## src/rtl/fti_pkg.sv

```systemverilog
package fti_pkg;

  typedef enum logic [2:0] {
    CLS_ZERO = 3'd0,
    CLS_NUM  = 3'd1,
    CLS_INF  = 3'd2,
    CLS_QNAN = 3'd3,
    CLS_SNAN = 3'd4
  } fti_cls_e;

  typedef enum logic [1:0] {
    RM_NEAR = 2'd0,
    RM_ZERO = 2'd1,
    RM_UP   = 2'd2,
    RM_DOWN = 2'd3
  } fti_rm_e;

  typedef struct packed {
    logic inexact;
    logic rounded;
    logic invalid;
    logic snan;
  } fti_flags_t;

endpackage

```

## src/rtl/fti_align.sv

```systemverilog
// Places the integer part of the operand in an INT_W-bit field and extracts
// the guard bit and the round/sticky term from the discarded fraction.
module fti_align #(
  parameter int INT_W  = 32,
  parameter int MANT_W = 53,
  parameter int EXP_W  = 12
) (
  input  logic signed [EXP_W-1:0]  exp_i,
  input  logic        [MANT_W-1:0] mant_i,
  input  logic                     sticky_i,
  output logic        [INT_W-1:0]  int_o,
  output logic                     guard_o,
  output logic                     rs_o,
  output logic                     big_o
);
  localparam int VW   = INT_W + MANT_W;
  localparam int SH_W = $clog2(INT_W + 1);

  logic [VW-1:0]   wide;
  logic [SH_W-1:0] shamt;
  logic            tiny;

  always_comb begin
    big_o  = (exp_i >= INT_W);
    tiny   = (exp_i < -1);
    shamt  = SH_W'(exp_i) + SH_W'(1);
    wide   = {{INT_W{1'b0}}, mant_i};
    if (!big_o && !tiny) begin
      wide = wide << shamt;
    end
    if (tiny) begin
      int_o   = '0;
      guard_o = 1'b0;
      rs_o    = (|mant_i) | sticky_i;
    end else if (big_o) begin
      int_o   = '0;
      guard_o = 1'b0;
      rs_o    = 1'b0;
    end else begin
      int_o   = wide[VW-1:MANT_W];
      guard_o = wide[MANT_W-1];
      rs_o    = (|wide[MANT_W-2:0]) | sticky_i;
    end
  end
endmodule

```

## src/rtl/fti_round.sv

```systemverilog
// Decides the increment for the selected mode and forms the rounded magnitude.
module fti_round
  import fti_pkg::*;
#(
  parameter int INT_W = 32
) (
  input  logic [INT_W-1:0] int_i,
  input  logic             guard_i,
  input  logic             rs_i,
  input  logic             sign_i,
  input  fti_rm_e          mode_i,
  output logic [INT_W:0]   mag_o,
  output logic             inexact_o,
  output logic             rounded_o
);
  logic bump;

  always_comb begin
    inexact_o = guard_i | rs_i;
    unique case (mode_i)
      RM_NEAR: bump = guard_i & (rs_i | int_i[0]);
      RM_ZERO: bump = 1'b0;
      RM_UP:   bump = inexact_o & ~sign_i;
      RM_DOWN: bump = inexact_o & sign_i;
      default: bump = 1'b0;
    endcase
    rounded_o = bump;
    mag_o     = {1'b0, int_i} + {{INT_W{1'b0}}, bump};
  end
endmodule

```

## src/rtl/fti_sat.sv

```systemverilog
// Applies class handling, the overflow limit, saturation and the sign.
module fti_sat
  import fti_pkg::*;
#(
  parameter int INT_W = 32
) (
  input  logic [2:0]       cls_i,
  input  logic             sign_i,
  input  logic             big_i,
  input  logic [INT_W:0]   mag_i,
  input  logic             inexact_i,
  input  logic             rounded_i,
  output logic [INT_W-1:0] result_o,
  output fti_flags_t       flags_o
);
  logic [INT_W:0]   limit;
  logic             ovf;
  logic             ovf_sign;
  logic [INT_W-1:0] low;

  always_comb begin
    limit    = {2'b01, {(INT_W-1){1'b0}}} + {{INT_W{1'b0}}, sign_i};
    low      = mag_i[INT_W-1:0];
    ovf      = 1'b0;
    ovf_sign = sign_i;
    flags_o  = '0;
    result_o = '0;
    unique case (cls_i)
      CLS_ZERO: ovf = 1'b0;
      CLS_NUM: begin
        ovf = big_i || (mag_i >= limit);
        if (!ovf) begin
          result_o        = sign_i ? (~low + 1'b1) : low;
          flags_o.inexact = inexact_i;
          flags_o.rounded = rounded_i;
        end
      end
      CLS_INF: ovf = 1'b1;
      CLS_SNAN: begin
        ovf          = 1'b1;
        ovf_sign     = 1'b1;
        flags_o.snan = 1'b1;
      end
      default: begin
        ovf      = 1'b1;
        ovf_sign = 1'b1;
      end
    endcase
    if (ovf) begin
      result_o        = {ovf_sign, {(INT_W-1){~ovf_sign}}};
      flags_o.invalid = 1'b1;
      flags_o.inexact = 1'b0;
      flags_o.rounded = 1'b0;
    end
  end
endmodule

```

## src/rtl/fti_top.sv

```systemverilog
module fti_top
  import fti_pkg::*;
#(
  parameter int INT_W  = 32,
  parameter int MANT_W = 53,
  parameter int EXP_W  = 12
) (
  input  logic              clk,
  input  logic              rst,
  input  logic              in_valid,
  input  logic [2:0]        in_cls,
  input  logic              in_sign,
  input  logic [EXP_W-1:0]  in_exp,
  input  logic [MANT_W-1:0] in_mant,
  input  logic              in_sticky,
  input  logic [1:0]        rnd_mode,
  input  logic              force_trunc,
  output logic              out_valid,
  output logic [INT_W-1:0]  out_result,
  output logic              out_inexact,
  output logic              out_rounded,
  output logic              out_invalid,
  output logic              out_snan
);
  localparam logic [INT_W-1:0] MAX_POS = {1'b0, {(INT_W-1){1'b1}}};
  localparam logic [INT_W-1:0] MIN_NEG = {1'b1, {(INT_W-1){1'b0}}};

  logic [INT_W-1:0] int_part;
  logic             guard, rs, big;
  logic [INT_W:0]   mag;
  logic             rnd_inexact, rnd_rounded;
  logic [INT_W-1:0] res_d;
  fti_flags_t       flags_d;
  fti_rm_e          mode_eff;

  assign mode_eff = force_trunc ? RM_ZERO : fti_rm_e'(rnd_mode);

  fti_align #(.INT_W(INT_W), .MANT_W(MANT_W), .EXP_W(EXP_W)) u_align (
    .exp_i    ($signed(in_exp)),
    .mant_i   (in_mant),
    .sticky_i (in_sticky),
    .int_o    (int_part),
    .guard_o  (guard),
    .rs_o     (rs),
    .big_o    (big)
  );

  fti_round #(.INT_W(INT_W)) u_round (
    .int_i     (int_part),
    .guard_i   (guard),
    .rs_i      (rs),
    .sign_i    (in_sign),
    .mode_i    (mode_eff),
    .mag_o     (mag),
    .inexact_o (rnd_inexact),
    .rounded_o (rnd_rounded)
  );

  fti_sat #(.INT_W(INT_W)) u_sat (
    .cls_i     (in_cls),
    .sign_i    (in_sign),
    .big_i     (big),
    .mag_i     (mag),
    .inexact_i (rnd_inexact),
    .rounded_i (rnd_rounded),
    .result_o  (res_d),
    .flags_o   (flags_d)
  );

  always_ff @(posedge clk) begin
    if (rst) begin
      out_valid   <= 1'b0;
      out_result  <= '0;
      out_inexact <= 1'b0;
      out_rounded <= 1'b0;
      out_invalid <= 1'b0;
      out_snan    <= 1'b0;
    end else begin
      out_valid <= in_valid;
      if (in_valid) begin
        out_result  <= res_d;
        out_inexact <= flags_d.inexact;
        out_rounded <= flags_d.rounded;
        out_invalid <= flags_d.invalid;
        out_snan    <= flags_d.snan;
      end
    end
  end


  valid_lat_chk: assert property (@(posedge clk) disable iff (rst)
    in_valid |=> out_valid);

  hold_res_chk: assert property (@(posedge clk) disable iff (rst)
    !in_valid |=> (!out_valid && $stable(out_result) && $stable(out_invalid)));

  zero_res_chk: assert property (@(posedge clk) disable iff (rst)
    (in_valid && in_cls == 3'd0) |=>
      (out_result == '0 && !out_inexact && !out_rounded && !out_invalid && !out_snan));

  rounded_imp_chk: assert property (@(posedge clk) disable iff (rst)
    out_rounded |-> out_inexact);

  trunc_chk: assert property (@(posedge clk) disable iff (rst)
    (in_valid && force_trunc) |=> !out_rounded);

  ovf_clear_chk: assert property (@(posedge clk) disable iff (rst)
    out_invalid |-> (!out_inexact && !out_rounded &&
                     (out_result == MAX_POS || out_result == MIN_NEG)));

  nan_neg_chk: assert property (@(posedge clk) disable iff (rst)
    (in_valid && in_cls >= 3'd3) |=> (out_invalid && out_result == MIN_NEG));

  snan_only_chk: assert property (@(posedge clk) disable iff (rst)
    out_snan |-> out_invalid);
endmodule

```

## config.mk

```make
export PLATFORM = sky130hd
export DESIGN_NAME = fti_top
export DESIGN_NICKNAME = d
export VERILOG_FILES = /design/src/rtl/fti_pkg.sv /design/src/rtl/fti_align.sv /design/src/rtl/fti_round.sv /design/src/rtl/fti_sat.sv /design/src/rtl/fti_top.sv
export SDC_FILE = /design/constraint.sdc
export NUM_CORES = 1
export LEC_CHECK = 0
export BUFFER_PORTS_ARGS = -buffer_cell sky130_fd_sc_hd__buf_4
export CORE_AREA = 2 2 136 138
export DETAILED_ROUTE_END_ITERATION = 12
export DIE_AREA = 0 0 138 140
export PLACE_DENSITY = 0.75
export REMOVE_ABC_BUFFERS = 1
export SLEW_MARGIN = 10
export SYNTH_ARGS = -nofsm -noshare
export SYNTH_HDL_FRONTEND = slang
export SYNTH_SLANG_ARGS = --single-unit
```

## constraint.sdc

```tcl
create_clock -name clk -period 20.6 [get_ports clk]
set_clock_uncertainty 0.2 [all_clocks]
set_input_delay 4.12 -clock clk [delete_from_list [all_inputs] [get_ports clk]]
set_output_delay 4.12 -clock clk [all_outputs]
set_load 0.01 [all_outputs]
```

== Word level (Yosys, flattened, before mapping) ==
Cells that the tools add are included.

* Register bits: 37
* Input bits: 76
* Output and inout port bits: 37
* Word-level logic and storage cells: 58

* Add/sub/neg operators: 4
* Magnitude comparators: 3
* Equal/unequal tests: 6
* Shift-type cells: 1
* Multiplexer cells: 19
* Bitwise gates (word level): 10
* Reduce and logical (&&, ||, !) cells: 9

{| class="wikitable"
|+ Operator list
! kind !! number
|-
| two-way mux 32 bit || 6
|-
| two-way mux 85 bit || 1
|-
| left shift 53 x 6 -> 85 bit || 1
|-
| OR reduction 53 bit || 1
|-
| OR reduction 52 bit || 1
|-
| adder 32 x 1 -> 33 bit || 1
|-
| adder 32 x 1 -> 33 bit, first input constant || 1
|-
| greater-or-equal comparator 33 bit || 1
|-
| adder 32 x 1 -> 32 bit, second input constant || 1
|-
| inverter 32 bit || 1
|-
| greater-or-equal comparator 12 x 7 -> 1 bit, second input constant || 1
|-
| < comparator 12 x 1 -> 1 bit, second input constant || 1
|-
| adder 6 x 2 -> 6 bit, second input constant || 1
|-
| two-way mux 1 bit || 6
|-
| two-way mux 2 bit || 3
|-
| == test 2 bit, second input constant || 2
|-
| OR 1 bit || 4
|-
| one-hot mux 1 bit (4 select lines) || 1
|-
| bitwise AND 1 bit || 3
|-
| == test 3 x 1 -> 1 bit, second input constant || 1
|-
| == test 3 x 2 -> 1 bit, second input constant || 1
|-
| == test 3 bit, second input constant || 1
|-
| logical NOT 3 bit || 1
|-
| two-way mux 3 bit || 1
|-
| other kinds (8) || 10
|}

== Longest topological paths before layout ==
* Depth after elaboration: 18
* Depth in mapped cells: 40
* Depth with buffers taken out: 29

== By module ==
Synthesis repeated with hierarchy kept, for this count alone.

* Cells, all modules: 984
* Area total of the unflattened synthesis: 7553.5 um^2

{| class="wikitable"
|+ By module, submodules not included
! module !! instances !! cells each !! area each (um^2) !! seq. area each (um^2)
|-
| fti_align || 1 || 606 || 4428.0 || 0.0
|-
| fti_top || 1 || 120 || 1345.0 || 740.7
|-
| fti_sat || 1 || 156 || 1068.5 || 0.0
|-
| fti_round || 1 || 102 || 711.9 || 0.0
|}

== Least setup slack after synthesis ==
Ideal clock, no wire load.

* Path kind: input-to-reg
* Start: input port in_exp[0]
* End: register out_result[0]
* Setup time: 0.146 ns
* Arrival: 11.283 ns
* Required time: 20.254 ns
* Setup slack: 8.971 ns
* Stages on the path: 38
* Buffers on the path: 9
* Cell sequence: buf_6 buf_12 buf_8 buf_6 buf_6 inv_1 ha_1 inv_2 buf_4 buf_2 buf_2 mux2i_1 mux2_2 mux4_2 nand2_1 nor4_1 nand4b_1 nor4_1 [... 2 more ...] o2bb2ai_1 nor2b_1 a2bb2oi_1 ha_1 ha_1 inv_1 o32ai_1 nand3_1 nor3_1 xor2_1 nand2_1 or3_4 or4_1 nor4_2 or2_1 o311a_4 buf_4 a211oi_2

* Cells in the longest elaborated chain, start to end: 18
* Elaborated cells on any way between the ends: 32
* Those cells by class: add/sub (3); order compare (3); shift (1); mux (13); bitwise (7); reduce/logical (5)

{| class="wikitable"
|+ RTL lines
! item !! RTL line !! text
|-
| start, declared || fti_top.sv:13 || <nowiki>input logic [EXP_W-1:0] in_exp,</nowiki>
|-
| branches (longest 17 deep; another with adder 32 x 1 -> 33 bit) || -- ||
|-
| two-way mux 32 bit (*) || fti_sat.sv:49 || <nowiki>if (ovf) begin</nowiki>
|-
| end signal, assigned || fti_top.sv:81 || <nowiki>out_result <= res_d;</nowiki>
|-
| end, declared || fti_top.sv:19 || <nowiki>output logic [INT_W-1:0] out_result,</nowiki>
|}

Every way passes the cells marked *.
A chain may end at the register's enable or synchronous reset.

== Worst setup path after layout ==
* Start: input port in_exp[0]
* End: register out_result[5]

Same word-level chain as after synthesis.

==> results by group <==
Setup path
  – Crit Path Max Fanout: a little over 60
  – Crit Path Class: primary input to flip-flop
  – RR Startpoint: out_result[31]
  – RR Endpoint: out_result[31]
  – CP Launch Point: in_exp[0]
  – Slowest-stage cell, CP: a221oi_1
  – CP Data Arrival Time: between 10 and 15 ns
  – Critical Path Sink: out_result[5]
  – R2R cell count: 3
  – CP max stage delay: roughly 0.76 ns
  – Crit end category: flip-flop
  – Startpoint Class: primary input
  – Req. time, crit path: 20.54 ns
  – R2R Setup Slk: between 15 and 20 ns

Yosys
  – Synth warnings: 0
  – Synth Cell Area: 9630 sq um
  – Seq cells post-synth: 37
  – Post-synth EDFFs: 0
  – Largest cells by area after synthesis: mux4_2 (12%), mux2i_1 (12%), dfxtp_1 (7.7%)
  – Average size of a mapped cell: slightly above 8 sq um
  – Yosys top cell area share: 0.122
  – Register area share after synthesis: 0.0769
  – Post-Synthesis Cells: approximately 1200
  – Unique cell type count in the Yosys netlist: 99
  – Area leader, netlist: mux4_2
  – Post-synthesis async set-or-reset flop share: 0
  – Main synth FF type: dfxtp_1

Power
  – Static Leak: a little under 4 nW
  – Worst vdd ir: 55.4 uV
  – Total power: 458 uW
  – Power per Cell Area: ~43 nW/um^2

Timing
  – RSZ-0062 raised after global routing: no
  – Max Freq: ~77 MHz
  – Worst slew pin tran: 0.920 ns
  – Fin. max-slew vios: 0
  – Final hold violation count: 0
  – Period minus WS final: approximately 13 ns
  – Final setup viols: 0
  – Relative slew slack: 0.381
  – Final period util: 0.628
  – Setup TNS Final: 0 ns

Placement
  – Placed Instances: between 1000 and 1500
  – Buffers on Ports: approximately 110
  – Gp weighted congestion: 1.10
  – Dpl hpwl: approximately 26000 microns

Drt
  – Avg WL per Cell: roughly 23 microns
  – Routed WL: approximately 34000 microns
  – DR vias: just over 10000
  – DRT iter0 DRCs: between 1000 and 1500
  – Detailed Routing Iterations Pass 1: 5
  – DRT antenna net count: 0
  – Vias per cell: 6.93
  – DRC viols: 0

Clock network
  – CTS root buf: clkbuf_16
  – H-tree depth: 2
  – CTS tree: done
  – Post_cts resized: 0
  – Worst-skew pair later-pin latency: roughly 0.28 ns
  – Postcts setup bufs: 0
  – Clk slew on worst S/H paths: roughly 0.060 ns
  – Clock tree buffer depth: 2
  – Hold_buf cts: 0
  – TritonCTS Buffers: 5
  – Clock sinks: 37

Global routing
  – Total GRT Usage: 0.332
  – GRT overflow: 0
  – Number of global-route vias before repair: 9507
  – Antenna violations before repair: 0
  – Largest net degree at the start of global routing: 65
  – First-pass GRT wire length: ~53000 microns

Layout
  – Layout Cells excl Fill: approximately 1500
  – Final nets: roughly 1300
  – Layout area overhead: 9.28%
  – Antenna cells: 0
  – Fillers: approximately 1700
  – Layout cells sized above 1: 0.265

Die
  – I/O Pins: around 110
  – Starting density of the core: 0.542
  – Core Area: about 18000 sq um
  – Die footprint: between 15000 and 20000 sq um
  – Std-Cell Rows: approximately 50
  – Die H: 140 microns
  – Chip width: between 100 and 150 microns

Worst hold path
  – Worst min-delay path class: flip-flop to flip-flop

Run status
  – Status: completed

Run
  – Max-capacitance violation count: 0
where the power goes:
part           switching, mW  internal (mW)  total, mW  leakage, nW
sequential           0.00205         0.0757     0.0777        0.305
combinational          0.176          0.113      0.290         3.55
clock                 0.0297         0.0604     0.0901       0.0831
total                  0.208          0.249      0.458         3.94
cells in the final DEF, fill, tap and decap left out, drive strengths merged, types with 8 or more instances in the layout:
cell type,n
nor2,141
buf,128
nand2,125
mux2i,115
mux2,63
mux4,52
xnor2,49
a211oi,47
nor3,42
nor4,41
o21ai,39
dfxtp,37
nand3,33
a21oi,29
xor2,21
inv,19
o31ai,18
or4,17
nand4,16
o211ai,14
a31oi,13
o22ai,13
and3,12
nand2b,11
or3,9
or2,8
registers in the layout, summed over array words and instances (netlist names):
signal	cells
out_result	32
out_rounded	1
out_inexact	1
out_invalid	1
out_valid	1
out_snan	1
logic make-up after synthesis:
group,synth area share
adders and majority gates,0.00780
AOI/OAI and AO/OA,0.208
buffers and inverters,0.0669
and+or+nand+nor,0.256
muxes,0.315
DFF,0.0769
xor gates and xnor gates,0.0691
stage by stage:
step | hold WS, ns | setup slack (ns) | area [sq um] | utilization
after global routing | 0.300 | 6.97 | 10500 | 0.592
after floorplan | 0.283 | 7.29 | 9060 | -
final | 0.267 | 7.65 | 10500 | 0.592
after global placement | 0.257 | 7.82 | 10300 | 0.582
after CTS | 0.270 | 7.82 | 10500 | 0.592
after detailed placement | 0.259 | 7.51 | 10300 | 0.582
cell type report:
class / count / area [sq um] / area share
well taps: 229 / 287 / 0.0272
clock buffers: 6 / 139 / 0.0132
clock inverters: 2 / 37.5 / 0.00357
repair buffers: 128 / 961 / 0.0913
inverters: 19 / 71.3 / 0.00678
flip-flops and latches: 37 / 741 / 0.0704
multi-input cells: 1043 / 8290 / 0.788
layer usage:
layer	GRT usage	wire [microns]	up-vias
met1	0.429	13600	4786
met3	0.0397	2740	115
li1	-	-	4683
met5	0	0	-
met2	0.547	15200	555
met4	0.172	1950	0
cells in the mapped netlist (10+ instances only):
| master | n |
|---|---|
| mux2_2 | 62 |
| inv_1 | 18 |
| nand4_1 | 15 |
| mux4_2 | 52 |
| nand3_1 | 31 |
| and3_1 | 12 |
| o22ai_1 | 12 |
| nor2_1 | 141 |
| a211oi_1 | 17 |
| buf_6 | 10 |
| o211ai_1 | 14 |
| clkbuf_1 | 31 |
| a211oi_2 | 29 |
| o21ai_0 | 34 |
| or4_1 | 15 |
| o31ai_1 | 17 |
| nand2_1 | 118 |
| xor2_1 | 19 |
| nand2b_1 | 11 |
| nor3_1 | 39 |
| nor4_1 | 38 |
| a21oi_1 | 29 |
| mux2i_1 | 115 |
| dfxtp_1 | 37 |
| xnor2_1 | 47 |
| a31oi_1 | 13 |
| buf_4 | 15 |
| buf_2 | 23 |
critical path: cells and delay by family:
kind / cells / cell delay, ns
simple gates: 11 / 2.55
buf+inv: 6 / 1.70
compound gates: 8 / 2.73
mux: 3 / 0.78
fa+ha+maj: 3 / 0.68
xor+xnor: 1 / 0.21
worst min path at each step:
stage | start | to | slack, ns | depth (start not counted)
2_1_floorplan | out_snan | out_snan | 0.28 | 2
3_3_place_gp | out_snan | out_snan | 0.26 | 2
3_5_place_dp | out_snan | out_snan | 0.26 | 2
4_1_cts | out_snan | out_snan | 0.27 | 2
5_1_grt | out_inexact | out_inexact | 0.30 | 2
6_report | out_snan | out_snan | 0.27 | 2
Note: power is estimated with default switching activity, not from simulation.
